$ cat src/rtl/lin_stat_pkg.sv
package lin_stat_pkg;
    typedef enum logic [1:0] {
        MODE_IDLE = 2'b00,
        MODE_LIN  = 2'b01,
        MODE_WAKE = 2'b10,
        MODE_UART = 2'b11
    } lin_mode_e;

    localparam logic [1:0] ADDR_STATUS = 2'd0;
    localparam logic [1:0] ADDR_ERRORS = 2'd1;
    localparam logic [1:0] ADDR_ENABLE = 2'd2;

    localparam int BIT_HDR    = 0;
    localparam int BIT_D1     = 1;
    localparam int BIT_HDR_IE = 0;
    localparam int BIT_ERR_IE = 1;
endpackage

$ cat src/rtl/lin_flag_cell.sv
module lin_flag_cell (
    input  logic clk,
    input  logic rst_n,
    input  logic set_i,
    input  logic wr_ok_i,
    input  logic wr_bit_i,
    output logic flag_o
);
    typedef struct packed {
        logic flag;
    } cell_t;

    cell_t s_d, s_q;

    always_comb begin
        s_d = s_q;
        if (wr_ok_i && !wr_bit_i) s_d.flag = 1'b0;
        // hardware event has priority over a clearing write
        if (set_i) s_d.flag = 1'b1;
    end

    always_ff @(posedge clk or negedge rst_n) begin
        if (!rst_n) s_q <= '0;
        else        s_q <= s_d;
    end

    assign flag_o = s_q.flag;
endmodule

$ cat src/rtl/lin_irq_edge.sv
module lin_irq_edge (
    input  logic clk,
    input  logic rst_n,
    input  logic level_i,
    output logic pulse_o
);
    typedef struct packed {
        logic prev;
    } edge_t;

    edge_t s_d, s_q;

    always_comb begin
        s_d      = s_q;
        s_d.prev = level_i;
    end

    always_ff @(posedge clk or negedge rst_n) begin
        if (!rst_n) s_q <= '0;
        else        s_q <= s_d;
    end

    assign pulse_o = level_i & ~s_q.prev;
endmodule

$ cat src/rtl/lin_rd_mux.sv
module lin_rd_mux #(
    parameter int DATA_W  = 8,
    parameter int ADDR_W  = 2,
    parameter int NUM_ERR = 6
) (
    input  logic [ADDR_W-1:0]  addr_i,
    input  logic               hdr_i,
    input  logic               d1_i,
    input  logic               agg_i,
    input  logic [NUM_ERR-1:0] err_i,
    input  logic               hdr_ie_i,
    input  logic               err_ie_i,
    output logic [DATA_W-1:0]  data_o
);
    import lin_stat_pkg::*;

    localparam int AGG_POS = DATA_W - 1;

    always_comb begin
        data_o = '0;
        case (addr_i)
            ADDR_W'(ADDR_STATUS): begin
                data_o[BIT_HDR] = hdr_i;
                data_o[BIT_D1]  = d1_i;
                data_o[AGG_POS] = agg_i;
            end
            ADDR_W'(ADDR_ERRORS): data_o[NUM_ERR-1:0] = err_i;
            ADDR_W'(ADDR_ENABLE): begin
                data_o[BIT_HDR_IE] = hdr_ie_i;
                data_o[BIT_ERR_IE] = err_ie_i;
            end
            default: data_o = '0;
        endcase
    end
endmodule

$ cat src/rtl/lin_stat_flags.sv
module lin_stat_flags #(
    parameter int DATA_W  = 8,
    parameter int ADDR_W  = 2,
    parameter int NUM_ERR = 6
) (
    input  logic               clk,
    input  logic               rst_n,
    input  logic [1:0]         mode,
    input  logic               ev_hdr_done,
    input  logic               ev_d1_rx,
    input  logic [NUM_ERR-1:0] ev_err,
    input  logic               wr_en,
    input  logic [ADDR_W-1:0]  wr_addr,
    input  logic [DATA_W-1:0]  wr_data,
    input  logic [ADDR_W-1:0]  rd_addr,
    output logic [DATA_W-1:0]  rd_data,
    output logic               irq_hdr,
    output logic               irq_err
);
    import lin_stat_pkg::*;

    typedef struct packed {
        logic hdr_ie;
        logic err_ie;
    } ien_t;

    ien_t ien_d, ien_q;

    lin_mode_e mode_e;
    logic      lin_op, err_clr_mode;
    logic      wr_status, wr_errors, wr_enable;
    logic      hdr_q, d1_q, agg_err;
    logic      hdr_ie_q, err_ie_q;
    logic [NUM_ERR-1:0] err_q;

    assign mode_e       = lin_mode_e'(mode);
    assign lin_op       = (mode_e == MODE_LIN);
    assign err_clr_mode = (mode_e == MODE_LIN) || (mode_e == MODE_WAKE);

    assign wr_status = wr_en && (wr_addr == ADDR_W'(ADDR_STATUS)) && lin_op;
    assign wr_errors = wr_en && (wr_addr == ADDR_W'(ADDR_ERRORS)) && err_clr_mode;
    assign wr_enable = wr_en && (wr_addr == ADDR_W'(ADDR_ENABLE));

    lin_flag_cell u_hdr (
        .clk      (clk),
        .rst_n    (rst_n),
        .set_i    (ev_hdr_done),
        .wr_ok_i  (wr_status),
        .wr_bit_i (wr_data[BIT_HDR]),
        .flag_o   (hdr_q)
    );

    lin_flag_cell u_d1 (
        .clk      (clk),
        .rst_n    (rst_n),
        .set_i    (ev_d1_rx),
        .wr_ok_i  (wr_status),
        .wr_bit_i (wr_data[BIT_D1]),
        .flag_o   (d1_q)
    );

    for (genvar gi = 0; gi < NUM_ERR; gi++) begin : g_err
        lin_flag_cell u_err (
            .clk      (clk),
            .rst_n    (rst_n),
            .set_i    (ev_err[gi]),
            .wr_ok_i  (wr_errors),
            .wr_bit_i (wr_data[gi]),
            .flag_o   (err_q[gi])
        );
    end

    assign agg_err = |err_q;

    always_comb begin
        ien_d = ien_q;
        if (wr_enable) begin
            ien_d.hdr_ie = wr_data[BIT_HDR_IE];
            ien_d.err_ie = wr_data[BIT_ERR_IE];
        end
    end

    always_ff @(posedge clk or negedge rst_n) begin
        if (!rst_n) ien_q <= '0;
        else        ien_q <= ien_d;
    end

    assign hdr_ie_q = ien_q.hdr_ie;
    assign err_ie_q = ien_q.err_ie;

    lin_irq_edge u_irq_hdr (
        .clk     (clk),
        .rst_n   (rst_n),
        .level_i (hdr_q & hdr_ie_q),
        .pulse_o (irq_hdr)
    );

    lin_irq_edge u_irq_err (
        .clk     (clk),
        .rst_n   (rst_n),
        .level_i (agg_err & err_ie_q),
        .pulse_o (irq_err)
    );

    lin_rd_mux #(
        .DATA_W  (DATA_W),
        .ADDR_W  (ADDR_W),
        .NUM_ERR (NUM_ERR)
    ) u_rd (
        .addr_i   (rd_addr),
        .hdr_i    (hdr_q),
        .d1_i     (d1_q),
        .agg_i    (agg_err),
        .err_i    (err_q),
        .hdr_ie_i (hdr_ie_q),
        .err_ie_i (err_ie_q),
        .data_o   (rd_data)
    );
endmodule

$ cat config.mk
export PLATFORM = sky130hd
export DESIGN_NAME = lin_stat_flags
export DESIGN_NICKNAME = d
export VERILOG_FILES = /design/src/rtl/lin_stat_pkg.sv /design/src/rtl/lin_flag_cell.sv /design/src/rtl/lin_irq_edge.sv /design/src/rtl/lin_rd_mux.sv /design/src/rtl/lin_stat_flags.sv
export SDC_FILE = /design/constraint.sdc
export NUM_CORES = 1
export LEC_CHECK = 0
export BUFFER_PORTS_ARGS = -buffer_cell sky130_fd_sc_hd__buf_4
export CELL_PAD_IN_SITES_DETAIL_PLACEMENT = 2
export CELL_PAD_IN_SITES_GLOBAL_PLACEMENT = 2
export CORE_UTILIZATION = 27
export CTS_BUF_LIST = sky130_fd_sc_hd__clkbuf_2 sky130_fd_sc_hd__clkbuf_4 sky130_fd_sc_hd__clkbuf_8
export CTS_CLUSTER_DIAMETER = 100
export DETAILED_ROUTE_END_ITERATION = 7
export PLACE_DENSITY = 0.86
export SLEW_MARGIN = 10
export SYNTH_ARGS = -nofsm -noshare
export SYNTH_HDL_FRONTEND = slang
export SYNTH_HIERARCHICAL = 1
export SYNTH_SLANG_ARGS = --single-unit
$ cat constraint.sdc
create_clock -name clk -period 1.6 [get_ports clk]
set_clock_uncertainty 0.1 [all_clocks]
set_input_delay 0.4 -clock clk [delete_from_list [all_inputs] [get_ports clk]]
set_output_delay 0.4 -clock clk [all_outputs]
set_load 0.01 [all_outputs]
# Word-level counts from Yosys, hierarchy flattened
# Index checks and enable logic that the tools add are counted.
# op_classes
mux	19
n_reduce_logical	31
bitwise_logic	6
eq_ne	6
# ops
op	n
1-bit 2-to-1 mux	17
2-bit nonzero test	8
1-bit logical AND	13
2-bit by 1-bit == test with 1-bit output, second input constant	3
2-bit == test, second input constant	3
1-bit logical NOT	6
2-bit one-hot mux with 3 select lines	1
6-bit OR reduction	1
1-bit AND	4
2-bit logical NOT	2
4-bit 2-to-1 mux	1
1-bit inverter	2
1-bit logical OR	1
# totals
out_inout_bits	10
word_cells	74
in_bits	25
reg_bits	12

# Depth between registers and ports, before layout
# Gate-level depths: netlist of the first run.
# logic_depth
ltp_word	6
mapped_depth	5
ltp_nobuf	5

# Hierarchy
# The synthesis of the first run kept the hierarchy.
# by_module_without_submodules
mod	area_each_um2	cells_each	n_inst	seq_area_each_um2
lin_flag_cell	38.8	3	8	25.0
lin_stat_flags	175.2	14	1	50.0
lin_rd_mux	101.3	13	1	0.0
lin_irq_edge	38.8	2	2	25.0

# Least setup slack after synthesis of the first run
# No wires, ideal clock.
# synth_path
kind	input to register
from	input mode[1]
to	register g_err[0].u_err.s_q
path_slack_ps	134
arrival_time_ps	1248
setup_time_ps	118
path_stages	5
required_ps	1382
n_path_buf	0
path_cell_list	inv_1 ha_1 and4bb_1 nand2b_1 a21o_1
# synth_between
elab_chain_cells	5
word_cells_on_any_way	6
cone_classes	eq/ne (2); reduce/logical (4)
# synth_lines
element	line_no	source
start, declared	lin_stat_flags.sv:8	input logic [1:0] mode,
2-bit by 1-bit == test with 1-bit output or 2-bit == test (tied branches)	lin_stat_flags.sv:38	assign err_clr_mode = (mode_e == MODE_LIN) || (mode_e == MODE_WAKE);
1-bit logical OR *	lin_stat_flags.sv:38	
1-bit logical AND *	lin_stat_flags.sv:41	assign wr_errors = wr_en && (wr_addr == ADDR_W'(ADDR_ERRORS)) && err_clr_mode;
via wr_errors	lin_stat_flags.sv:31	logic wr_status, wr_errors, wr_enable;
1-bit logical AND *	lin_flag_cell.sv:17	if (wr_ok_i && !wr_bit_i) s_d.flag = 1'b0;
2-bit nonzero test (no source line) *	--	
end signal, assigned	lin_flag_cell.sv:23	if (!rst_n) s_q <= '0;
end signal, assigned	lin_flag_cell.sv:24	else s_q <= s_d;
end, declared	lin_flag_cell.sv:13	cell_t s_d, s_q;
# Mark *: on every way through the listed nets, which the timed path passes. The rest lies on a longest branch.
# A chain may end at the register's enable or synchronous reset.

# Worst setup path after layout of the first run
# layout_path
from	register g_err[1].u_err.s_q
to	output rd_data[7]
# layout_between
elab_chain_cells	2
# layout_lines
element	line_no	source
start, declared	lin_flag_cell.sv:13	
start signal, assigned	lin_flag_cell.sv:23	
start signal, assigned	lin_flag_cell.sv:24	
6-bit OR reduction	lin_stat_flags.sv:73	assign agg_err = |err_q;
via agg_err	lin_stat_flags.sv:32	logic hdr_q, d1_q, agg_err;
1-bit 2-to-1 mux	lin_rd_mux.sv:21	case (addr_i)
end, declared	lin_stat_flags.sv:16	output logic [DATA_W-1:0] rd_data,
# The timed path passes the listed nets, and every way through them passes these cells.

==> results of run 1 <==
[worst min path at each step]
stage	startpoint	to	slack, ns	cells after the start
floorplan	rst_n	err_ie_q	0.004	0
detailed placement	rst_n	g_err[5].u_err/flag_o	0.15	1
global placement	rst_n	g_err[5].u_err/flag_o	0.15	1
finish	ev_err[1]	g_err[1].u_err/flag_o	0.20	2
global route	ev_err[5]	g_err[5].u_err/flag_o	0.20	2
CTS	ev_err[1]	g_err[1].u_err/flag_o	0.20	2
[layout make-up]
type | instances | area (um2)
repair buffers | 37 | 295
flip-flops and latches | 12 | 300
inverters | 1 | 3.75
multi-input cells | 41 | 373
well taps | 28 | 35.0
clock buffers | 3 | 22.5
fillers | 256 | 1250
[placed cells by master, fill, tap and decap left out]
cell type       n
nor2b_1         1
inv_1           1
conb_1          1
nor3b_2         1
clkbuf_4        3
buf_4          32
and2_4          1
dfrtp_1        12
buf_6           4
a21o_1          8
nand2b_1        8
nor2b_4         3
nand2_1         1
and2_1          4
mux2i_1         2
nand3b_4        1
dlygate4sd3_1   1
nor4_4          1
nor2_1          1
a21boi_2        1
ha_1            1
o2bb2ai_1       2
and4bb_1        2
mux2_4          2
[where the power goes]
group          switching, mW  internal (mW)
clock network         0.0961         0.0869
registers             0.0207          0.327
logic                 0.0700          0.140
[state kept, by name, indices dropped and copies added (netlist names)]
signal and count:
g_err.u_err/flag_o 6, u_hdr/flag_o 1, hdr_ie_q 1, u_irq_hdr/s_q 1, u_d1/flag_o 1, err_ie_q 1, u_irq_err/s_q 1
[logic make-up after synthesis]
logic type | after synthesis | share of synthesized area, %
fa+ha+maj | 1 | 1.88
flops | 12 | 45.2
simple gates | 24 | 30.3
buf+inv | 2 | 1.69
compound gates | 11 | 12.8
other cells | 1 | 0.564
mux | 4 | 7.53
[metrics by stage]
stage	utilization [%]	TNS, ns	hold slack [ns]
2_1_floorplan	-	0	0.00441
3_3_place_gp	41.3	-0.401	0.149
3_5_place_dp	41.3	-0.713	0.151
4_1_cts	44.2	-0.777	0.199
5_1_grt	45.2	-1.15	0.196
6_report	45.2	-0.876	0.204
[worst max-delay path: stages (launching register included)]
cell     delay [ns]
dfrtp_1        0.41
nor4_4         0.34
nand2_1        0.08
nor3b_2        0.15
buf_4          0.13
[cells in the mapped netlist]
cell type / instances / area [um2]
buf_4: 1 / 7.51
nand2b_1: 8 / 50.1
conb_1: 1 / 3.75
nand2_1: 1 / 3.75
and2_1: 5 / 31.3
inv_1: 1 / 3.75
o2bb2ai_1: 2 / 17.5
a21boi_1: 1 / 7.51
nand3b_4: 1 / 20.0
dfrtp_1: 12 / 300
nor4_2: 1 / 12.5
nor2b_1: 1 / 6.26
mux2i_1: 2 / 20.0
nor2_1: 1 / 3.75
nor3b_1: 1 / 7.51
mux2_4: 2 / 30.0
ha_1: 1 / 12.5
and4bb_1: 2 / 25.0
nor2b_4: 3 / 41.3
a21o_1: 8 / 60.1
[metal layers]
layer | global-route usage [%] | up-vias | share of wire (%)
met1 | 17.2 | 270 | 41
li1 | - | 266 | -
met3 | 2.63 | 0 | 3.1
met5 | 0 | - | 0
met2 | 28.6 | 19 | 56
met4 | 6.76 | 0 | 0
[timing repair]
item / in CTS / in global routing
hold endpoints to repair: 12 / 0
setup buffers: 2 / 2
hold buffers: 1 / 0
resized for setup: 6 / 2
setup endpoints to repair: 5 / 5
pin swaps: 5 / 3
==> results.cfg, run 1 <==
[timing]
clock.fmax_ghz = 0.529
worst_slack_ns = -0.289
final.period_utilization_pct = 118
finalSetupViolations = 4
finalMaxSlewViolations = 0
rsz0062_at_grt = true
hold_viol_final = 0
finalCriticalPeriod_ns = 1.89

[global_route]
grt_start_max_net_pins = 13
antenna_found_initial = 0
gr-total-overflow = 0
first_global_vias = 656
grtUsageTotal_pct = 15.5
grt_pass1_wl_mm = 2.95

[cts]
cts_buffers = 3
cts.path.max_buffers = 2
cts.clk_slew.worst_paths_ns = 0.07
clock_latency_ns = 0.26
numClockSinks = 12
cts-root-buf = clkbuf_4
h-tree-depth = 1
tritoncts = done

[placement]
place_area_um2 = 940
gp_congestion = 0.686
portBuffers = 31
pre_cts_ws_ns = -0.116
dp.cells = 115
place_hpwl_mm = 1.40

[yosys]
yosysUniqueCellTypes = 20
synthCells = 55
ys_ff_latch = 12
ys_seq_area_share_pct = 45.2
syn_area_per_cell_um2 = 12.1
mappedNetlistArea_um2 = 664
ys_warn_count = 6
synth_nets = 81

[floorplanning]
core_um2 = 2280
die_x_um = 51.6
rows = 17
die_height_um = 51.6
num_io_pins = 35
die_area_um2 = 2660
initial_utilization_pct = 29.2

[route]
firstDrtPassIters = 4
antenna_left = 0
drtIter0Drc = 2
wl_mm = 1.82
wl_per_cell_um = 15.0
dr_total_vias = 555
drc = 0
viasPerCell = 4.55

[layout]
fin_nets = 122
drive_above_1_share_pct = 52.1
antennaDiodeCount = 0
syn_to_final_growth_pct = 55.0
fin_cells = 122
design_area_um2 = 1030

[worst_setup_path]
criticalPathCategory = flop to primary output
r2r_end = u_irq_err/s_q
cp.required_ns = 1.10
rrSetupSlack_ns = 0.39
cp_max_fo = 2
worstSetupStartpointType = flop
startpoint = g_err[1].u_err/flag_o
critPathCapture = rd_data[7]
ff2ff_path_depth = 3
rr_startpoint = g_err[1].u_err/flag_o
cp-end-kind = primary output
worst_ep_arrival_time_ns = 1.39

[job]
max_cap_violations = 0

[run_status]
violations = setup timing
status = finished, violations left

[pwr]
peakVddDrop_v = 0.000310
total_power_mw = 0.740
power.density_nw_per_um2 = 719
power_leakage_nw = 0.482

[min_path]
min-delay-path-class = primary input to flop
Power figures use the tool's default switching activity.
==> run 2, diff against run 1 <==
Settings changed: CORE_UTILIZATION 27 to 29, PLACE_DENSITY 0.86 to 0.91.
Clock period 1.6 ns to 2.4 ns, I/O delays scaled along.
==> results.cfg, run 2 (synthesis gave the netlist of run 1 again) <==
[global_route]
grtUsageTotal_pct = 16.2
use_met3_pct = 2.78
met1_usage_pct = 19.0
antenna_found_initial = 0
first_global_vias = 618
gr-total-overflow = 0
grt.busiest_layer = met2
grt_start_max_net_pins = 13
grt_util_met2_pct = 25.7
grt_pass1_wl_mm = 2.82

[timing]
final.setup.tns_ns = 0
rsz0062_at_grt = false
hold_viol_final = 0
finalSetupViolations = 0
clock.fmax_ghz = 0.470
finalCriticalPeriod_ns = 2.13
finalMaxSlewViolations = 0
final.period_utilization_pct = 88.7

[worst_setup_path]
cp-end-kind = primary output
cp.required_ns = 1.70
criticalPathCategory = flop to primary output
cp_max_fo = 3
cp_slowest_cell = dfrtp_1
worstPathCellList = nor4_2, a21boi_1, nor2b_4, buf_4
slowest_delay_ns = 0.42
worst_ep_arrival_time_ns = 1.43
worstSetupStartpointType = flop

[floorplanning]
initial_utilization_pct = 32.2
num_io_pins = 35
die_area_um2 = 2490
rows = 16
die_height_um = 49.9
core_um2 = 2060
die_x_um = 49.9

[layout]
final_cell_mix = 31 x buf_4, 12 x dfrtp_1, 8 x nand2b_1, 8 x a21o_1, 5 x and2_1
antennaDiodeCount = 0
fin_nets = 116
largest_reg_flops = 6
drive_above_1_share_pct = 47.2
final_common_cell = buf_4
syn_to_final_growth_pct = 44.4
post-route-util_pct = 46.5

[cts]
h-tree-depth = 1
cts.path.max_buffers = 2
cts_hold_buf = 0
tritoncts = done
post_cts_resized = 0
cts.clk_slew.worst_paths_ns = 0.08
cts_buffers = 3
numClockSinks = 12
cts-root-buf = clkbuf_4
post-cts-setup-buffers = 0
clock_latency_ns = 0.29

[pwr]
peakVddDrop_v = 0.000264
power.density_nw_per_um2 = 536
power_leakage_nw = 0.437

[route]
drc = 0
viasPerCell = 4.71
antenna_left = 0
wl_per_cell_um = 14.2
wl_mm = 1.64
drtIter0Drc = 10
dr_total_vias = 546
firstDrtPassIters = 4

[placement]
place_hpwl_mm = 1.37
gp_congestion = 0.731
portBuffers = 31

[job]
max_cap_violations = 0

[min_path]
min-delay-path-class = primary input to asynchronous set/reset pin

[run_status]
status = finished, final reports clean
[run 2: cell count changes in the layout (fill, tap and decap cells not counted), sizes merged]
cell | before | now
clkbuf | 3 | 4
dlygate4sd3 | 1 | 0
buf | 36 | 31
[run 2: final timing paths]
kind	to	cells after the start	start	slack, ns
max reg2reg	u_irq_err/s_q	2	g_err[1].u_err/flag_o	1.30
min reg2reg	g_err[4].u_err/flag_o	1	g_err[4].u_err/flag_o	0.40
max	irq_err	4	g_err[1].u_err/flag_o	0.27
min in group clk	g_err[2].u_err/flag_o	2	ev_err[2]	0.38
max in group asynchronous	u_irq_hdr/s_q	1	rst_n	2.01
min	g_err[5].u_err/flag_o	1	rst_n	0.04
[run 2: final cells by class]
class | count | area (um2)
fill | 218 | 1100
multi-input combinational | 41 | 353
sequential | 12 | 300
timing repair buffer | 31 | 233
clock buffer | 4 | 36.3
tap | 27 | 33.8
inverter | 1 | 3.75
[run 2: critical path, delay by kind of cell, from the launching register on]
family | cells | cell delay [ns]
flops | 1 | 0.42
simple gates | 2 | 0.46
buf+inv | 1 | 0.13
compound gates | 1 | 0.13
[run 2: layer usage]
layer,wire length [um],up-vias
met5,0,-
met4,26,0
met3,69,2
met2,834,24
met1,711,264
li1,-,256
[run 2: power breakdown]
part           switching [mW]  total [mW]  internal [mW]  leakage (nW)
registers              0.0130       0.231          0.218         0.119
logic                  0.0418       0.117         0.0749         0.297
clock network          0.0745       0.167         0.0925        0.0210
[run 2: stage by stage]
stage          setup slack (ns)  hold slack, ns  std cells  cell area, um2  total power, mW
3_3_place_gp              0.533           0.348        112             923            0.348
5_1_grt                   0.176          0.0308        116             960            0.543
4_1_cts                   0.247          0.0314        116             960            0.525
3_5_place_dp              0.473           0.351        112             923            0.354
2_1_floorplan             0.734           0.204         55             664            0.287
6_report                  0.272          0.0356        116             960            0.515
==> run 3, diff against run 2 <==
Settings changed: CORE_UTILIZATION 29 to 27, CTS_BUF_LIST sky130_fd_sc_hd__clkbuf_2 sky130_fd_sc_hd__clkbuf_4 sky130_fd_sc_hd__clkbuf_8 to default, PLACE_DENSITY 0.91 to 0.86.
==> results.cfg, run 3 (synthesis gave the netlist of run 1 again) <==
[run_status]
status = finished, final reports clean

[pwr]
power_leakage_nw = 0.437
total_power_mw = 0.506
power.density_nw_per_um2 = 527
peakVddDrop_v = 0.000255

[global_route]
gr-total-overflow = 0
grtUsageTotal_pct = 13.8
grt_pass1_wl_mm = 2.63
antenna_found_initial = 0
first_global_vias = 593
grt_start_max_net_pins = 13

[floorplanning]
initial_utilization_pct = 29.2
num_io_pins = 35
die_area_um2 = 2660
core_um2 = 2280
die_x_um = 51.6
die_height_um = 51.6
rows = 17

[layout]
syn_to_final_growth_pct = 44.6
fin_nets = 116
fin_cells = 117
antennaDiodeCount = 0
design_area_um2 = 961
seq_area_um2 = 300
post-route-util_pct = 42.2
largest_reg_flops = 6
multi_input_area_um2 = 353
fill_cells = 251
final_cell_mix = 31 x buf_4, 12 x dfrtp_1, 8 x nand2b_1, 8 x a21o_1, 5 x and2_1
drive_above_1_share_pct = 47.2
final_common_cell = buf_4

[route]
drc = 0
viasPerCell = 4.68
dr_total_vias = 547
drtIter0Drc = 4
wl_mm = 1.55
firstDrtPassIters = 4
wl_per_cell_um = 13.2
antenna_left = 0

[cts]
cts.clk_slew.worst_paths_ns = 0.08
clock_latency_ns = 0.27
cts_buffers = 3
tritoncts = done
cts-root-buf = clkbuf_4
post-cts-setup-buffers = 0
cts.path.max_buffers = 2
post_cts_resized = 0
h-tree-depth = 1
cts_hold_buf = 0
numClockSinks = 12

[timing]
finalMaxSlewViolations = 0
final.setup.tns_ns = 0
clock.fmax_ghz = 0.468
rsz0062_at_grt = false
hold_viol_final = 0
worst_slack_ns = 0.262
finalSetupViolations = 0
finalCriticalPeriod_ns = 2.14
holdWs_ns = 0.0487
final.period_utilization_pct = 89.1

[worst_setup_path]
cp_max_fo = 3
cp.required_ns = 1.70
slowest_delay_ns = 0.42
worstSetupStartpointType = flop
worstPathCellList = nor4_2, a21boi_1, nor2b_4, buf_4
cp-end-kind = primary output
cp.buffers_inverters = 1
worst_ep_arrival_time_ns = 1.44
path_depth = 4
criticalPathCategory = flop to primary output
ff2ff_path_depth = 2
crit_family = simple AND/OR/NAND/NOR gates
cp_slowest_cell = dfrtp_1

[placement]
portBuffers = 31
gp_congestion = 0.675
pre_cts_ws_ns = 0.482
place_area_um2 = 925
dp.cells = 113
place_hpwl_mm = 1.31

[min_path]
min-delay-path-class = primary input to asynchronous set/reset pin

[job]
max_cap_violations = 0
## run 3: worst reg2reg max path: cells and delay by family (launching register included)
kind               cells  cell delay, ns
AOI/OAI and AO/OA      1            0.14
and+or+nand+nor        1            0.34
DFF                    1            0.42
## run 3: power breakdown
group	switching (mW)	internal, mW	total (mW)
Sequential	0.0120	0.218	0.230
Combinational	0.0403	0.0748	0.115
Clock	0.0691	0.0922	0.161
Total	0.121	0.385	0.506
## run 3: area by class of cell
cell class	count	share of cell area, %
multi-input combinational	41	36.7
sequential	12	31.2
inverter	1	0.391
tap	28	3.65
timing repair buffer	31	24.2
clock buffer	4	3.78
## run 3: final timing paths
check,slack (ns),from,to
worst min-delay path,0.05,rst_n,g_err[5].u_err/flag_o
worst max-delay path,0.26,g_err[1].u_err/flag_o,irq_err
worst max register to register,1.28,g_err[1].u_err/flag_o,u_irq_err/s_q
worst min register to register,0.40,g_err[4].u_err/flag_o,g_err[4].u_err/flag_o
min in group clk,0.40,ev_err[1],g_err[1].u_err/flag_o
max in group asynchronous,1.99,rst_n,u_hdr/flag_o
## run 3: routing by layer
metal | global-route usage [%] | share of wire, %
met4 | 9.46 | 3.0
met5 | 0 | 0
met2 | 22.9 | 47
met1 | 17.1 | 45
met3 | 0.877 | 4.3
